==> src/rtl/pcc_pkg.sv <==
package pcc_pkg;

   // longest strobe: one base cycle + 25 wait + 50 extra
   localparam int unsigned PCC_MAX_STROBE = 1 + 25 + 50;
   localparam int unsigned PCC_MIN_CNT_W  = $clog2(PCC_MAX_STROBE + 1);

   typedef enum logic [2:0] {
      ST_IDLE   = 3'd0,
      ST_SETUP  = 3'd1,
      ST_STROBE = 3'd2,
      ST_HOLD   = 3'd3,
      ST_ACK    = 3'd4
   } pcc_state_e;

   // setup / hold code: 0..3 linear, then steps of three
   function automatic int unsigned pcc_edge_cycles(input logic [2:0] code);
      if (code < 3'd4) return int'(code);
      return 3 * int'(code) - 6;
   endfunction

   function automatic int unsigned pcc_extra_cycles(input logic [1:0] code);
      case (code)
         2'd0:    return 0;
         2'd1:    return 15;
         2'd2:    return 30;
         default: return 50;
      endcase
   endfunction

   // wait code: linear to 9, steps of two to 17, steps of four to 25
   function automatic int unsigned pcc_wait_cycles(input logic [3:0] code);
      if (code < 4'd10) return int'(code);
      if (code < 4'd14) return 2 * int'(code) - 9;
      return 4 * int'(code) - 35;
   endfunction

endpackage

==> src/rtl/pcc_field_sel.sv <==
module pcc_field_sel
   import pcc_pkg::*;
#(
   parameter int TW_W    = 32,
   parameter int WCODE_W = 4,
   parameter int CNT_W   = 7
) (
   input  logic [TW_W-1:0]    timing_word,
   input  logic [WCODE_W-1:0] base_wait,
   input  logic               space_b,
   output logic [2:0]         sel_kind,
   output logic [CNT_W-1:0]   sel_setup,
   output logic [CNT_W-1:0]   sel_strobe,
   output logic [CNT_W-1:0]   sel_hold
);

   localparam int NSPACE = 2;

   logic [2:0]       kind_s   [NSPACE];
   logic [CNT_W-1:0] setup_s  [NSPACE];
   logic [CNT_W-1:0] strobe_s [NSPACE];
   logic [CNT_W-1:0] hold_s   [NSPACE];

   for (genvar s = 0; s < NSPACE; s++) begin : g_space
      localparam int TYPE_LSB  = 28 - 4 * s;
      localparam int XW_LSB    = 22 - 2 * s;
      localparam int SETUP_LSB = 12 - 4 * s;
      localparam int HOLD_LSB  = 4 - 4 * s;

      logic [3:0] wcode;
      if (s == 0) begin : g_wait_ext
         assign wcode = base_wait[3:0];
      end else begin : g_wait_word
         assign wcode = timing_word[19:16];
      end

      // type field is 4 bits wide; only 3 carry a defined code
      assign kind_s[s]   = timing_word[TYPE_LSB +: 3];
      assign setup_s[s]  = CNT_W'(pcc_edge_cycles(timing_word[SETUP_LSB +: 3]));
      assign hold_s[s]   = CNT_W'(pcc_edge_cycles(timing_word[HOLD_LSB +: 3]));
      assign strobe_s[s] = CNT_W'(1 + pcc_wait_cycles(wcode)
                                    + pcc_extra_cycles(timing_word[XW_LSB +: 2]));
   end

   assign sel_kind   = kind_s[space_b];
   assign sel_setup  = setup_s[space_b];
   assign sel_strobe = strobe_s[space_b];
   assign sel_hold   = hold_s[space_b];

   logic unused_bits;
   assign unused_bits = ^{timing_word[31], timing_word[27], base_wait};

endmodule

==> src/rtl/pcc_seq.sv <==
module pcc_seq
   import pcc_pkg::*;
#(
   parameter int CNT_W = 7
) (
   input  logic             clk,
   input  logic             rst_n,
   input  logic             req,
   input  logic             wr,
   input  logic [2:0]       in_kind,
   input  logic [CNT_W-1:0] in_setup,
   input  logic [CNT_W-1:0] in_strobe,
   input  logic [CNT_W-1:0] in_hold,
   output logic             ack,
   output logic             card_act,
   output logic             card_oe_n,
   output logic             card_we_n,
   output logic             card_iord_n,
   output logic             card_iowr_n,
   output logic             card_reg_n,
   output logic             card_io
);

   pcc_state_e       state;
   logic [CNT_W-1:0] cnt;
   logic [2:0]       kind_q;
   logic             wr_q;
   logic [CNT_W-1:0] strobe_q;
   logic [CNT_W-1:0] hold_q;

   localparam logic [CNT_W-1:0] ONE = CNT_W'(1);

   always_ff @(posedge clk or negedge rst_n) begin
      if (!rst_n) begin
         state    <= ST_IDLE;
         cnt      <= '0;
         kind_q   <= '0;
         wr_q     <= 1'b0;
         strobe_q <= ONE;
         hold_q   <= '0;
      end else begin
         case (state)
            ST_IDLE: if (req) begin
               kind_q   <= in_kind;
               wr_q     <= wr;
               strobe_q <= in_strobe;
               hold_q   <= in_hold;
               if (in_setup != '0) begin
                  state <= ST_SETUP;
                  cnt   <= in_setup - ONE;
               end else begin
                  state <= ST_STROBE;
                  cnt   <= in_strobe - ONE;
               end
            end
            ST_SETUP: begin
               if (cnt == '0) begin
                  state <= ST_STROBE;
                  cnt   <= strobe_q - ONE;
               end else begin
                  cnt <= cnt - ONE;
               end
            end
            ST_STROBE: begin
               if (cnt != '0) begin
                  cnt <= cnt - ONE;
               end else if (hold_q != '0) begin
                  state <= ST_HOLD;
                  cnt   <= hold_q - ONE;
               end else begin
                  state <= ST_ACK;
               end
            end
            ST_HOLD: begin
               if (cnt == '0) state <= ST_ACK;
               else           cnt   <= cnt - ONE;
            end
            default: state <= ST_IDLE;
         endcase
      end
   end

   logic in_strobe_ph;
   logic is_io;
   logic is_attr;

   assign in_strobe_ph = (state == ST_STROBE);
   assign is_io        = ~kind_q[2];
   assign is_attr      = kind_q[2] & kind_q[1];

   assign card_act    = (state == ST_SETUP) || (state == ST_STROBE) || (state == ST_HOLD);
   assign ack         = (state == ST_ACK);
   assign card_oe_n   = ~(in_strobe_ph & ~is_io & ~wr_q);
   assign card_we_n   = ~(in_strobe_ph & ~is_io &  wr_q);
   assign card_iord_n = ~(in_strobe_ph &  is_io & ~wr_q);
   assign card_iowr_n = ~(in_strobe_ph &  is_io &  wr_q);
   assign card_reg_n  = ~(card_act & is_attr);
   assign card_io     = card_act & is_io;


   strobe_excl_chk: assert property (@(posedge clk) disable iff (!rst_n)
      $onehot0({~card_oe_n, ~card_we_n, ~card_iord_n, ~card_iowr_n}));


   strobe_in_access_chk: assert property (@(posedge clk) disable iff (!rst_n)
      (!card_oe_n || !card_we_n || !card_iord_n || !card_iowr_n) |-> card_act);


   ack_single_chk: assert property (@(posedge clk) disable iff (!rst_n)
      ack |=> !ack);


   ack_follows_access_chk: assert property (@(posedge clk) disable iff (!rst_n)
      $rose(ack) |-> $past(card_act));


   reg_attr_only_chk: assert property (@(posedge clk) disable iff (!rst_n)
      !card_reg_n |-> (card_act && card_io == 1'b0));


   kind_frozen_chk: assert property (@(posedge clk) disable iff (!rst_n)
      (card_act && $past(card_act)) |-> ($stable(kind_q) && $stable(wr_q)));

endmodule

==> src/rtl/pcc_strobe_gen.sv <==
module pcc_strobe_gen
   import pcc_pkg::*;
#(
   parameter int TW_W    = 32,
   parameter int WCODE_W = 4,
   parameter int CNT_W   = 7
) (
   input  logic               clk,
   input  logic               rst_n,
   input  logic               req,
   input  logic               space_b,
   input  logic               wr,
   input  logic [TW_W-1:0]    timing_word,
   input  logic [WCODE_W-1:0] base_wait,
   output logic               ack,
   output logic               card_act,
   output logic               card_oe_n,
   output logic               card_we_n,
   output logic               card_iord_n,
   output logic               card_iowr_n,
   output logic               card_reg_n,
   output logic               card_io
);

   if (TW_W != 32) begin : g_bad_tw
      $error("pcc_strobe_gen: timing word must be 32 bits");
   end
   if (WCODE_W != 4) begin : g_bad_wcode
      $error("pcc_strobe_gen: wait code must be 4 bits");
   end
   if (CNT_W < int'(PCC_MIN_CNT_W)) begin : g_bad_cnt
      $error("pcc_strobe_gen: counter too narrow for longest strobe");
   end

   logic [2:0]       sel_kind;
   logic [CNT_W-1:0] sel_setup;
   logic [CNT_W-1:0] sel_strobe;
   logic [CNT_W-1:0] sel_hold;

   pcc_field_sel #(
      .TW_W    (TW_W),
      .WCODE_W (WCODE_W),
      .CNT_W   (CNT_W)
   ) u_fields (
      .timing_word (timing_word),
      .base_wait   (base_wait),
      .space_b     (space_b),
      .sel_kind    (sel_kind),
      .sel_setup   (sel_setup),
      .sel_strobe  (sel_strobe),
      .sel_hold    (sel_hold)
   );

   pcc_seq #(
      .CNT_W (CNT_W)
   ) u_seq (
      .clk         (clk),
      .rst_n       (rst_n),
      .req         (req),
      .wr          (wr),
      .in_kind     (sel_kind),
      .in_setup    (sel_setup),
      .in_strobe   (sel_strobe),
      .in_hold     (sel_hold),
      .ack         (ack),
      .card_act    (card_act),
      .card_oe_n   (card_oe_n),
      .card_we_n   (card_we_n),
      .card_iord_n (card_iord_n),
      .card_iowr_n (card_iowr_n),
      .card_reg_n  (card_reg_n),
      .card_io     (card_io)
   );

endmodule

==> config.mk <==
export PLATFORM = sky130hd
export DESIGN_NAME = pcc_strobe_gen
export DESIGN_NICKNAME = d
export VERILOG_FILES = /design/src/rtl/pcc_pkg.sv /design/src/rtl/pcc_field_sel.sv /design/src/rtl/pcc_seq.sv /design/src/rtl/pcc_strobe_gen.sv
export SDC_FILE = /design/constraint.sdc
export NUM_CORES = 1
export LEC_CHECK = 0
export BUFFER_PORTS_ARGS = -buffer_cell sky130_fd_sc_hd__buf_2
export CORE_UTILIZATION = 53
export DETAILED_ROUTE_END_ITERATION = 7
export HOLD_SLACK_MARGIN = 0.08
export PLACE_DENSITY = 0.86
export SLEW_MARGIN = 20
export SYNTH_ARGS = -nofsm -noshare
export SYNTH_HDL_FRONTEND = slang
export SYNTH_SLANG_ARGS = --single-unit
==> constraint.sdc <==
create_clock -name clk -period 2.1 [get_ports clk]
set_clock_uncertainty 0.15 [all_clocks]
set_input_delay 0.42 -clock clk [delete_from_list [all_inputs] [get_ports clk]]
set_output_delay 0.42 -clock clk [all_outputs]
set_load 0.02 [all_outputs]
## Word level (Yosys, flattened, before mapping)

Index checks and enable logic that the tools add are counted.

| storage, ports and cells | value |
|---|---|
| bits in registers | 28 |
| bits of input ports | 41 |
| output and inout bits | 8 |
| word-level logic and storage cells | 134 |

| operators by class | value |
|---|---|
| $add $sub $neg | 17 |
| $mul | 4 |
| order comparisons | 9 |
| equal/unequal tests | 14 |
| mux-type cells | 54 |
| bitwise gates (word level) | 17 |
| reductions and logical operators | 13 |

Operator list:

| kind | number |
|---|---|
| two-way mux 7 bit | 25 |
| two-way mux 3 bit | 12 |
| case mux 6 bit (3 select lines) | 2 |
| subtractor 7 x 1 -> 7 bit (second input constant) | 5 |
| case mux 7 bit (4 select lines) | 1 |
| subtractor 7 x 4 -> 7 bit (second input constant) | 4 |
| nonzero test 7 bit | 3 |
| multiplier 2 x 3 -> 5 bit (first input constant) | 4 |
| less-than comparator 4 bit (second input constant) | 4 |
| adder 1 x 7 -> 7 bit (first input constant) | 2 |
| adder 7 x 6 -> 7 bit | 2 |
| subtractor 6 x 6 -> 7 bit (second input constant) | 2 |
| less-than comparator 3 bit (second input constant) | 4 |
| case mux 3 bit (4 select lines) | 1 |
| subtractor 5 x 4 -> 6 bit (second input constant) | 2 |
| two-way mux 1 bit | 10 |
| AND 1 bit | 9 |
| two-way mux 4 bit | 2 |
| AND reduction 4 bit | 2 |
| zero test 7 bit | 1 |
| inverter 1 bit | 7 |
| equality test 3 x 2 -> 1 bit (second input constant) | 2 |
| inequality test 2 bit (second input constant) | 3 |
| equality test 2 x 1 -> 1 bit (second input constant) | 2 |
| 13 further kinds | 17 |

## Longest topological paths before layout

Gate-level depths: netlist of the first run.

| depth | value |
|---|---|
| depth after elaboration | 14 |
| gate-level depth with buffers | 17 |
| depth with buffers taken out | 16 |

## Hierarchy

A second synthesis of the first run with hierarchy kept.

| second synthesis, totals | value |
|---|---|
| cell total of the unflattened synthesis | 427 |
| area total of the unflattened synthesis | 3449.6 um^2 |

By module, submodules not included:

| module | instances | cells each | area an instance (um^2) | sequential area each (um^2) |
|---|---|---|---|---|
| pcc_seq | 1 | 217 | 1961.9 | 676.9 |
| pcc_field_sel | 1 | 210 | 1487.7 | 0.0 |

## Least setup slack after synthesis of the first run

No wires, ideal clock.

| path | value |
|---|---|
| path kind | input to register |
| from | input port timing_word[8] |
| to | register u_seq.cnt[6] |
| library setup time | 0.128 ns |
| data arrival time | 3.416 ns |
| required time | 1.822 ns |
| setup slack | -1.594 ns |
| stages on the path | 16 |
| path buffers | 1 |
| cells stage by stage | ha_1 -> fa_1 -> ha_1 -> a32o_1 -> a21o_4 -> nand2b_1 -> buf_2 -> nor2_1 -> o32ai_1 -> ha_1 -> inv_1 -> or2_2 -> nor3b_1 -> a311oi_1 -> a311oi_1 -> nand2_1 |

| between the ends | value |
|---|---|
| word-level cells in the longest chain between the ends | 10 |
| elaborated cells on any way between the ends | 14 |
| classes of those cells | add/sub (2); mul (1); order compare (1); mux (9); reduce/logical (1) |

RTL lines:

| item | line | RTL |
|---|---|---|
| from (decl) | pcc_strobe_gen.sv:13 | `input logic [TW_W-1:0] timing_word,` |
| multiplier 2 x 3 -> 5 bit / less-than comparator 3 bit (equally long branches) | pcc_pkg.sv:18, pcc_pkg.sv:17 |  |
| subtractor 7 x 4 -> 7 bit, or another cell as far along | pcc_pkg.sv:18 | `return 3 * int'(code) - 6;` |
| two-way mux 7 bit (*) | pcc_pkg.sv:18 |  |
| two-way mux 7 bit (not written as such) (*) (3 in a row) | pcc_field_sel.sv:46 | `assign sel_setup = setup_s[space_b];` |
| subtractor 7 x 1 -> 7 bit / nonzero test 7 bit (equally long branches) | pcc_seq.sv:50, pcc_seq.sv:48 |  |
| two-way mux 7 bit (*) | pcc_seq.sv:48 | `if (in_setup != '0) begin` |
| two-way mux 7 bit (*) | pcc_seq.sv:43 | `ST_IDLE: if (req) begin` |
| case mux 7 bit (4 select lines) (*) | pcc_seq.sv:42 | `case (state)` |
| to (signal assigned) | pcc_seq.sv:50 | `cnt <= in_setup - ONE;` |
| to (signal assigned) | pcc_seq.sv:53 | `cnt <= in_strobe - ONE;` |
| to (signal assigned) | pcc_seq.sv:59 | `cnt <= strobe_q - ONE;` |
| to (decl) | pcc_seq.sv:25 | `logic [CNT_W-1:0] cnt;` |

Mark *: on every way between the ends. The rest lies on a longest branch, timed or not. The select of a mux whose other input is x is not followed.
A chain may end at the register's enable or synchronous reset.

## Worst setup path in the final report of the first run

| path | value |
|---|---|
| from | input port timing_word[9] |
| to | register u_seq.cnt[6] |

Same word-level chain as after synthesis.

==> results.yml, run 1 <==
status:
  status: "complete, but fails checks"
  violations: "design-rule violations, negative setup slack"
yosys:
  synth.distinct_cells: 66
  synth_top_cell_area_share: 0.176
  post-synth-top-count-cell: "nand2_1"
  ys_ff_latch: 25
  syn_area_per_cell_um2: 8.02
  yosys_warnings: 0
  synth_common_cells: "nand2_1, ha_1, inv_1"
  syn_inst: 425
  synth_area_leaders: "dfrtp_1, ha_1, mux2i_1, nand2_1, o21ai_0"
  synth_ff_type: "dfrtp_1"
  synth_area_um2: 3410
  synth_edf_count: 0
  synth-async-reset-ratio: 1.00
  synth_top_area_cell: "dfrtp_1"
  yosysSeqAreaShare: 0.184
clocking:
  htree_levels: 1
  cts_tree: "yes"
  root_buffer: "clkbuf_8"
  clock_path_buffers: 2
  cts.sinks: 25
  insertion_delay_ns: 0.29
  cts_buffers: 3
  clkTransAtPathRegs_ns: 0.11
cells_and_area:
  n_fill_cell: 214
  layout.cells.non_filler: 667
  drive_gt1_frac: 0.458
  nets: 680
  synthToLayoutAreaGrowth_pct: 59.1
  antenna_cells: 0
  stdcell_area_um2: 5420
  fin_util: 0.895
timing:
  setup-tns-final_ns: -12.73
  layout_setup_ws_ns: -1.66
  fin_crit_ns: 3.76
  worstMarginPinSlew_ns: 0.723
  fin_hold_ws_ns: 0.279
  setup_viol: 20
  slew_viol_final: 0
  grt_setup_unrepaired: "true"
  max_freq_mhz: 266
  slew_headroom: 0.514
  post-route-period-util: 1.79
  hold_violations: 0
route:
  avgViaCountPerCell: 7.19
  totalWireLength_mm: 17.3
  avgRoutedWirePerCell_um: 26.0
  via_count: 4797
  drc: 17
  dr.pass1.iters: 8
  ant_nets: 0
  drtIter0Drc: 825
power_and_ir_drop:
  peakVddDrop_uv: 844
  power_density_nw_per_um2: 984
  p_total_mw: 5.34
  pwr-share-comb: 0.759
  netSwitchingFraction: 0.495
  intPower_mw: 2.69
  seq_power_share: 0.182
  p_leak_nw: 2.54
  clock_power_share: 0.060
  power.switching_mw: 2.64
placed_design:
  dp_cells: 639
  gp_congestion: 0.940
  port_buffers: 40
  dp_hpwl_mm: 8.49
  place_ws_ns: -1.68
  dpl_cell_area_um2: 4720
grt:
  antenna_found_initial: 0
  overflow: 0
  grt_pass1_wl_mm: 20.7
  grt_max_degree: 29
  grt_usage: 0.406
  first_global_vias: 4278
worst_setup_path:
  end_kind: "flop"
  critPathLaunchType: "input port"
  arrival_ns: 3.77
  crit_fanout: 5
  worstSetupPathType: "in -> reg"
  cp_data_required_time_ns: 2.11
  path_cells: "buf_12 -> ha_4 -> fa_2 -> ha_4 -> xor2_2 -> nand3_1 -> o211a_1 -> nand2b_4 -> o2111ai_2 -> o21ai_1 -> ha_2 -> inv_2 -> or2_4 -> nor3b_4 -> a311oi_1 -> a311oi_1 -> nand2_1"
  slowest_delay_ns: 0.60
  critical_path.slowest_cell: "fa_2"
die:
  die_w_um: 82.2
  rows: 28
  fp.dieH_um: 82.2
  start_util: 0.562
  die_area_um2: 6760
  core_area_um2: 6060
  ios: 49
min_path:
  hold_class: "in -> reg"
run:
  drv_cap: 0
[critical path: cells and delay by family]
kind | cells | cell delay [ns]
AOI/OAI and AO/OA | 5 | 1.06
xor gates and xnor gates | 1 | 0.13
and+or+nand+nor | 5 | 0.82
adders and majority gates | 4 | 1.16
buffers and inverters | 2 | 0.15
[registers in the layout, indices dropped and copies added, names as in the netlist]
signal and count:
u_seq.strobe_q 7, u_seq.hold_q 5, u_seq.cnt 7, u_seq.wr_q 1
u_seq.state 3, u_seq.kind_q 2
[metal layers]
layer	routed length [µm]	global-route usage	up-vias	share of wire
met5	0	0	-	0
li1	-	-	1862	-
met2	7530	0.716	550	0.43
met3	2390	0.0670	257	0.14
met1	5280	0.456	2128	0.30
met4	2130	0.249	0	0.12
[cell type report]
type / instances / area (µm²) / area share
Clock buffer: 3 / 41.3 / 0.00761
Clock inverter: 1 / 5.00 / 0.000923
Multi-Input combinational cell: 348 / 3050 / 0.563
Inverter: 38 / 173 / 0.0318
Timing Repair Buffer: 177 / 1430 / 0.264
Sequential cell: 25 / 628 / 0.116
Tap cell: 75 / 93.8 / 0.0173
[cell families (layout without fill, tap and decap cells)]
kind of cell / Yosys count / count (layout) / synth area share
compound gates: 115 / 115 / 0.242
xor+xnor: 23 / 23 / 0.0591
fa+ha+maj: 46 / 46 / 0.182
buf+inv: 53 / 219 / 0.0639
flops: 25 / 25 / 0.184
mux: 19 / 19 / 0.0576
other cells: 1 / 2 / 0.00110
simple gates: 143 / 143 / 0.210
[power by group through the flow]
stage                     clock network [mW]  logic, mW  registers [mW]
final                                  0.318       4.05           0.969
after global routing                   0.337       4.18           0.970
after CTS                              0.296       3.28           0.912
after detailed placement                   0       3.03           0.918
after global placement                     0       2.89           0.904
after floorplan                            0       1.77           0.914
[placed cells by master (no fill, tap or decap), drive strengths merged, types with 4 or more instances in the layout]
cell	n
a311oi	4
o22ai	7
dfrtp	24
fa	6
nand3	5
xnor2	14
o21a	5
a32oi	4
mux2i	17
a21oi	15
ha	40
xor2	9
nor3	9
inv	38
nor2b	10
a22o	4
buf	175
o31ai	6
nand2	45
or2	8
clkbuf	4
nand2b	7
nor2	34
o21ai	32
o211ai	4
and2	7
[worst paths after layout]
check                                           endpoint  slack, ns                          start  depth (start not counted)
setup / recovery                u_seq.cnt[6]$_DFFE_PN0P_      -1.66                 timing_word[9]                         17
hold / removal               u_seq.kind_q[2]$_DFFE_PN0P_       0.28                timing_word[26]                          3
setup reg to reg                u_seq.cnt[6]$_DFFE_PN0P_      -0.43  u_seq.strobe_q[1]$_DFFE_PN0P_                          9
hold reg to reg              u_seq.kind_q[1]$_DFFE_PN0P_       0.41    u_seq.kind_q[1]$_DFFE_PN0P_                          2
max in group asynchronous     u_seq.state[0]$_DFFE_PN0P_       0.83                          rst_n                          2
min in group asynchronous  u_seq.strobe_q[4]$_DFFE_PN0P_       0.53                          rst_n                          2
[repair_timing]
item	in CTS	in global routing
endpoints found under the setup margin	25	27
hold buffers	1	0
hold endpoints to repair	24	0
gates resized for setup	73	48
cloned	0	1
pin swaps	31	18
buffers inserted	20	11
(Power assumes the default switching activity.)
==> inputs of run 2 (changes only) <==
SKIP_LAST_GASP = 1   (was default)
==> results.yml, run 2 (synthesis gave the netlist of run 1 again) <==
status:
  status: "complete, but fails checks"
  violations: "negative setup slack"
cells_and_area:
  synthToLayoutAreaGrowth_pct: 61.2
  n_fill_cell: 212
  mostFrequentLayoutCell: "buf_4"
  layout_common_cells: "buf_4, nand2_1, inv_1, buf_2"
  stdcell_area_um2: 5500
  drive_gt1_frac: 0.467
  largest_registers: "u_seq.cnt x7, u_seq.strobe_q x7, u_seq.hold_q x5"
  multi_input_area_um2: 3090
  nets: 687
  antenna_cells: 0
  seqCellArea_um2: 628
die:
  ios: 49
  fp.dieH_um: 82.2
  rows: 28
  die_area_um2: 6760
  die_w_um: 82.2
  core_area_um2: 6060
  start_util: 0.562
clocking:
  clock_path_buffers: 2
  htree_levels: 1
  cts_tree: "yes"
  clkTransAtPathRegs_ns: 0.10
  cts_buffers: 3
  cts.sinks: 25
  root_buffer: "clkbuf_8"
  insertion_delay_ns: 0.29
placed_design:
  port_buffers: 40
  dpl_cell_area_um2: 4720
  gp_congestion: 0.940
  place_ws_ns: -1.68
  dp_hpwl_mm: 8.49
timing:
  slew_headroom: 0.594
  setup_viol: 19
  grt_setup_unrepaired: "true"
  hold_violations: 0
  post-route-period-util: 1.73
  slew_viol_final: 0
  layout_setup_ws_ns: -1.52
  max_freq_mhz: 276
  setup-tns-final_ns: -13.63
  worstMarginPinSlew_ns: 0.609
  fin_crit_ns: 3.62
worst_setup_path:
  reg2reg_depth: 9
  crit_fanout: 5
  r2r-start: "u_seq.strobe_q[1]$_DFFE_PN0P_"
  cp_data_required_time_ns: 2.12
  end_kind: "flop"
  crit_end: "u_seq.cnt[6]$_DFFE_PN0P_"
  arrival_ns: 3.64
  worstSetupStartpoint: "timing_word[9]"
  rrSetupSlack_ns: -0.47
  critPathLaunchType: "input port"
  worstSetupPathType: "in -> reg"
  reg2reg_to: "u_seq.cnt[6]$_DFFE_PN0P_"
grt:
  use_met2: 0.711
  gr-usage-met3: 0.0670
  gr-usage-met1: 0.472
  grt_pass1_wl_mm: 21.2
  overflow: 0
  busiest_layer: "met2"
  first_global_vias: 4412
  antenna_found_initial: 0
  grt_usage: 0.415
  grt_max_degree: 29
run:
  drv_cap: 0
route:
  avgRoutedWirePerCell_um: 27.4
  avgViaCountPerCell: 7.33
  drtIter0Drc: 918
  dr.pass1.iters: 6
  totalWireLength_mm: 18.4
  via_count: 4941
  drc: 0
  ant_nets: 0
power_and_ir_drop:
  p_leak_nw: 2.56
  peakVddDrop_uv: 870
  power_density_nw_per_um2: 1000
min_path:
  hold_class: "in -> reg"
==> run 2: what timing repair did <==
action	in CTS	in global routing
buffers inserted	20	18
cloned	0	1
hold buffers	1	0
gates resized for setup	62	57
setup endpoints to repair	25	27
endpoints found under the hold margin	24	0
pin swaps	31	31
==> run 2: worst max-delay path, cell delays in order <==
cell and delay [ns]:
buf_8 0.11, ha_4 0.16, fa_2 0.59, ha_4 0.22, a32o_2 0.27, a21o_4 0.20
nand2b_4 0.18, nor2_1 0.32, o32ai_4 0.18, ha_2 0.24, inv_2 0.05, or2_4 0.14
nor3b_4 0.05, nor4b_2 0.16, a311oi_1 0.24, nand2_1 0.11
==> run 2: layer usage <==
| metal | part of all wire | vias to the layer above |
|---|---|---|
| li1 | - | 1866 |
| met1 | 0.32 | 2184 |
| met2 | 0.43 | 602 |
| met3 | 0.13 | 289 |
| met4 | 0.12 | 0 |
| met5 | 0 | - |
==> run 2: metrics by stage <==
step / cells / util / hold slack, ns / total power, mW
floorplan: 426 / - / -0.0256 / 2.68
global placement: 639 / 0.778 / 0.283 / 3.80
detailed placement: 639 / 0.778 / 0.295 / 3.95
CTS: 658 / 0.843 / 0.204 / 4.46
global route: 674 / 0.907 / 0.225 / 5.63
finish: 674 / 0.907 / 0.210 / 5.49
==> run 2: how the worst min path moves through the flow <==
| stage | from | endpoint | slack (ns) | depth (start not counted) |
|---|---|---|---|---|
| 2_1_floorplan | rst_n | u_seq.cnt[0]$_DFFE_PN0P_ | -0.03 | 0 |
| 3_3_place_gp | rst_n | u_seq.cnt[3]$_DFFE_PN0P_ | 0.28 | 1 |
| 3_5_place_dp | rst_n | u_seq.cnt[2]$_DFFE_PN0P_ | 0.30 | 1 |
| 4_1_cts | wr | u_seq.wr_q$_DFFE_PN0P_ | 0.20 | 3 |
| 5_1_grt | wr | u_seq.wr_q$_DFFE_PN0P_ | 0.23 | 3 |
| 6_report | wr | u_seq.wr_q$_DFFE_PN0P_ | 0.21 | 3 |
==> run 2: cell type report <==
type / count / area share
flip-flops and latches: 25 / 0.114
clock inverters: 1 / 0.000911
well taps: 75 / 0.0171
multi-input cells: 348 / 0.562
clock buffers: 3 / 0.00751
inverters: 38 / 0.0310
repair buffers: 184 / 0.267
==> run 2: where the power goes <==
group	total, mW	internal [mW]	switching (mW)
clock	0.325	0.134	0.191
sequential	0.962	0.714	0.248
combinational	4.21	1.90	2.31
total	5.49	2.75	2.75
==> inputs of run 3 (changes only) <==
SETUP_SLACK_MARGIN = 0.2   (was default)
==> results.yml, run 3 <==
clocking:
  root_buffer: "clkbuf_8"
  htree_levels: 1
  cts_buffers: 3
  cts.sinks: 25
  clock_path_buffers: 2
yosys:
  yosys_warnings: 0
  synth_top_cell_area_share: 0.176
  post-synth-top-count-cell: "nand2_1"
  synth_area_um2: 3410
  synth-async-reset-ratio: 1.00
  yosysSeqAreaShare: 0.184
  synth_common_cells: "nand2_1, ha_1, inv_1"
  ys_ff_latch: 25
  synth_area_leaders: "dfrtp_1, ha_1, mux2i_1, nand2_1, o21ai_0"
  syn_inst: 425
  synth_edf_count: 0
  syn_area_per_cell_um2: 8.02
  synth_top_area_cell: "dfrtp_1"
  synth_ff_type: "dfrtp_1"
  synth.distinct_cells: 66
die:
  ios: 49
  die_w_um: 82.2
  start_util: 0.562
  rows: 28
  fp.dieH_um: 82.2
timing:
  crit_endpoint: "u_seq.cnt[4]$_DFFE_PN0P_/D"
  endpoint_type: "sequential cell input"
placed_design:
  port_buffers: 40
  dp_hpwl_mm: 8.22
  gp_congestion: 0.911
  dpl_cell_area_um2: 4660
status:
  tool.error: "[ERROR GRT-0232] Routing congestion too high. Check the congestion heatmap in the GUI."
  stop_stage: "5_1_grt"
  status: "stopped before the end"
grt:
  overflow: 2
  grt_max_degree: 26
  grt_usage: 0.656
==> run 3: cells by family after synthesis <==
group / count (synthesis) / synth area share
simple gates: 143 / 0.210
compound gates: 115 / 0.242
buf+inv: 53 / 0.0639
fa+ha+maj: 46 / 0.182
flops: 25 / 0.184
xor+xnor: 23 / 0.0591
mux: 19 / 0.0576
other cells: 1 / 0.00110
==> run 3: through the flow <==
step / setup TNS, ns / std cells / hold WS, ns / setup WS, ns / util
detailed placement: -14.61 / 632 / 0.290 / -1.72 / 0.769
floorplan: -8.68 / 426 / -0.0256 / -1.37 / -
global placement: -13.13 / 632 / 0.280 / -1.50 / 0.769
CTS: -10.26 / 657 / 0.201 / -1.25 / 0.859
==> run 3: timing repair <==
action                                  in CTS
endpoints found under the hold margin       24
hold buffers                                 1
endpoints found under the setup margin      31
pin swaps                                   41
gates resized for setup                     82
cloned                                       1
buffers inserted                            19
==> run 3: routing by layer <==
| layer | track usage | GRT overflow |
|---|---|---|
| met5 | 0.0500 | 0 |
| met4 | 0.700 | 2 |
| met3 | 0.458 | 0 |
| met2 | 0.862 | 0 |
| met1 | 0.641 | 0 |
==> inputs of run 4 (changes only) <==
CORE_UTILIZATION = 40   (was 53)
HOLD_SLACK_MARGIN = default   (was 0.08)
PLACE_DENSITY = default   (was 0.86)
PLACE_DENSITY_LB_ADDON = 0.15   (was default)
SETUP_SLACK_MARGIN = default   (was 0.2)
clock period = 2.7 ns   (was 2.1 ns; I/O delays follow)
==> results.yml, run 4 (synthesis gave the netlist of run 1 again) <==
clocking:
  clkTransAtPathRegs_ns: 0.09
  clock_path_buffers: 2
  cts_buffers: 3
  cts_tree: "yes"
  insertion_delay_ns: 0.28
  htree_levels: 1
  root_buffer: "clkbuf_8"
  cts.sinks: 25
route:
  via_count: 3501
  drc: 0
  avgRoutedWirePerCell_um: 14.2
  drtIter0Drc: 130
  totalWireLength_mm: 9.36
  dr.pass1.iters: 4
  avgViaCountPerCell: 5.32
  ant_nets: 0
cells_and_area:
  multi_input_area_um2: 2920
  largest_registers: "u_seq.cnt x7, u_seq.strobe_q x7, u_seq.hold_q x5"
  n_fill_cell: 756
  synthToLayoutAreaGrowth_pct: 43.5
  nets: 641
  antenna_cells: 0
  layout_common_cells: "buf_4, nand2_1, inv_1, buf_2, nor2_1"
  seqCellArea_um2: 627
  drive_gt1_frac: 0.374
  mostFrequentLayoutCell: "buf_4"
  stdcell_area_um2: 4890
placed_design:
  dpl_cell_area_um2: 4420
  port_buffers: 40
  dp_hpwl_mm: 7.29
  gp_congestion: 0.857
worst_setup_path:
  crit_fanout: 5
  cp_data_required_time_ns: 2.69
  worstSetupStartpoint: "timing_word[9]"
  reg2reg_to: "u_seq.cnt[6]$_DFFE_PN0P_"
  r2r-start: "u_seq.hold_q[0]$_DFFE_PN0P_"
  critical_path.slowest_cell: "fa_2"
  slowest_delay_ns: 0.57
  path_cells: "buf_8 -> ha_4 -> fa_2 -> ha_4 -> xor2_1 -> nand3_1 -> o211a_1 -> nand2b_4 -> nor2_4 -> o32ai_4 -> ha_2 -> inv_1 -> or2_4 -> a2111oi_4 -> xnor2_1 -> a21oi_1"
  crit_end: "u_seq.cnt[4]$_DFFE_PN0P_"
  critPathLaunchType: "input port"
  arrival_ns: 3.43
  reg2reg_depth: 10
  worstSetupPathType: "in -> reg"
  end_kind: "flop"
  rrSetupSlack_ns: 0.12
  crit_top_cell: "ha_4"
power_and_ir_drop:
  p_leak_nw: 2.27
  p_total_mw: 3.13
  peakVddDrop_uv: 240
  power_density_nw_per_um2: 640
timing:
  hold_violations: 0
  setup_viol: 9
  max_freq_mhz: 290
  grt_setup_unrepaired: "true"
  fin_hold_ws_ns: 0.104
  layout_setup_ws_ns: -0.742
  slew_viol_final: 0
  slew_headroom: 0.549
  fin_crit_ns: 3.44
  worstMarginPinSlew_ns: 0.675
  post-route-period-util: 1.27
grt:
  overflow: 0
  grt_max_degree: 29
  antenna_found_initial: 0
  grt_usage: 0.216
  first_global_vias: 3346
  grt_pass1_wl_mm: 15.5
die:
  die_w_um: 94.3
  die_area_um2: 8890
  start_util: 0.415
  fp.dieH_um: 94.3
  rows: 33
  core_area_um2: 8220
  ios: 49
status:
  violations: "negative setup slack"
  status: "complete, but fails checks"
min_path:
  hold_class: "in -> async"
run:
  drv_cap: 0
[run 4: cell type report]
| class | instances | area share |
|---|---|---|
| Multi-Input combinational cell | 348 | 0.597 |
| Timing Repair Buffer | 138 | 0.208 |
| Sequential cell | 25 | 0.128 |
| Inverter | 38 | 0.0302 |
| Tap cell | 105 | 0.0269 |
| Clock buffer | 3 | 0.00844 |
| Clock inverter | 1 | 0.00153 |
[run 4: per-layer routing]
metal  global-route usage  vias to the layer above  wire length (µm)
li1                     -                     1780                 -
met1                0.295                     1653              4400
met2                0.373                       55              4550
met3               0.0138                       13               266
met4               0.0397                        0               148
met5                    0                        -                 0
[run 4: worst min path at each step]
stage | startpoint | end | slack (ns)
2_1_floorplan | rst_n | u_seq.cnt[0]$_DFFE_PN0P_ | 0.09
3_3_place_gp | u_seq.kind_q[1]$_DFFE_PN0P_ | u_seq.kind_q[1]$_DFFE_PN0P_ | 0.32
3_5_place_dp | u_seq.kind_q[1]$_DFFE_PN0P_ | u_seq.kind_q[1]$_DFFE_PN0P_ | 0.36
4_1_cts | rst_n | u_seq.cnt[1]$_DFFE_PN0P_ | 0.12
5_1_grt | rst_n | u_seq.cnt[1]$_DFFE_PN0P_ | 0.14
6_report | rst_n | u_seq.cnt[6]$_DFFE_PN0P_ | 0.10
[run 4: what timing repair did]
action                     in CTS  in global routing
pin swaps                      36                 27
setup endpoints to repair      10                 12
hold buffers                    0                  0
resized for setup              48                 28
buffers inserted                7                  7
hold endpoints to repair        0                  0
[run 4: worst max-delay path: cells and delay by family]
| family | cells | cell delay (ns) |
|---|---|---|
| fa+ha+maj | 4 | 1.08 |
| buf+inv | 2 | 0.15 |
| xor+xnor | 2 | 0.29 |
| compound gates | 4 | 0.82 |
| simple gates | 4 | 0.56 |
[run 4: power by group]
part | internal [mW] | switching [mW]
clock network | 0.105 | 0.132
registers | 0.554 | 0.204
logic | 1.04 | 1.10
total | 1.70 | 1.43
[run 4: through the flow]
step / cells / utilization / setup TNS, ns / setup WS [ns]
global placement: 641 / 0.538 / -6.97 / -1.03
detailed placement: 641 / 0.538 / -7.44 / -1.10
floorplan: 426 / - / -3.68 / -0.895
global route: 658 / 0.595 / -4.09 / -0.865
finish: 658 / 0.595 / -3.31 / -0.742
CTS: 651 / 0.570 / -2.72 / -0.691
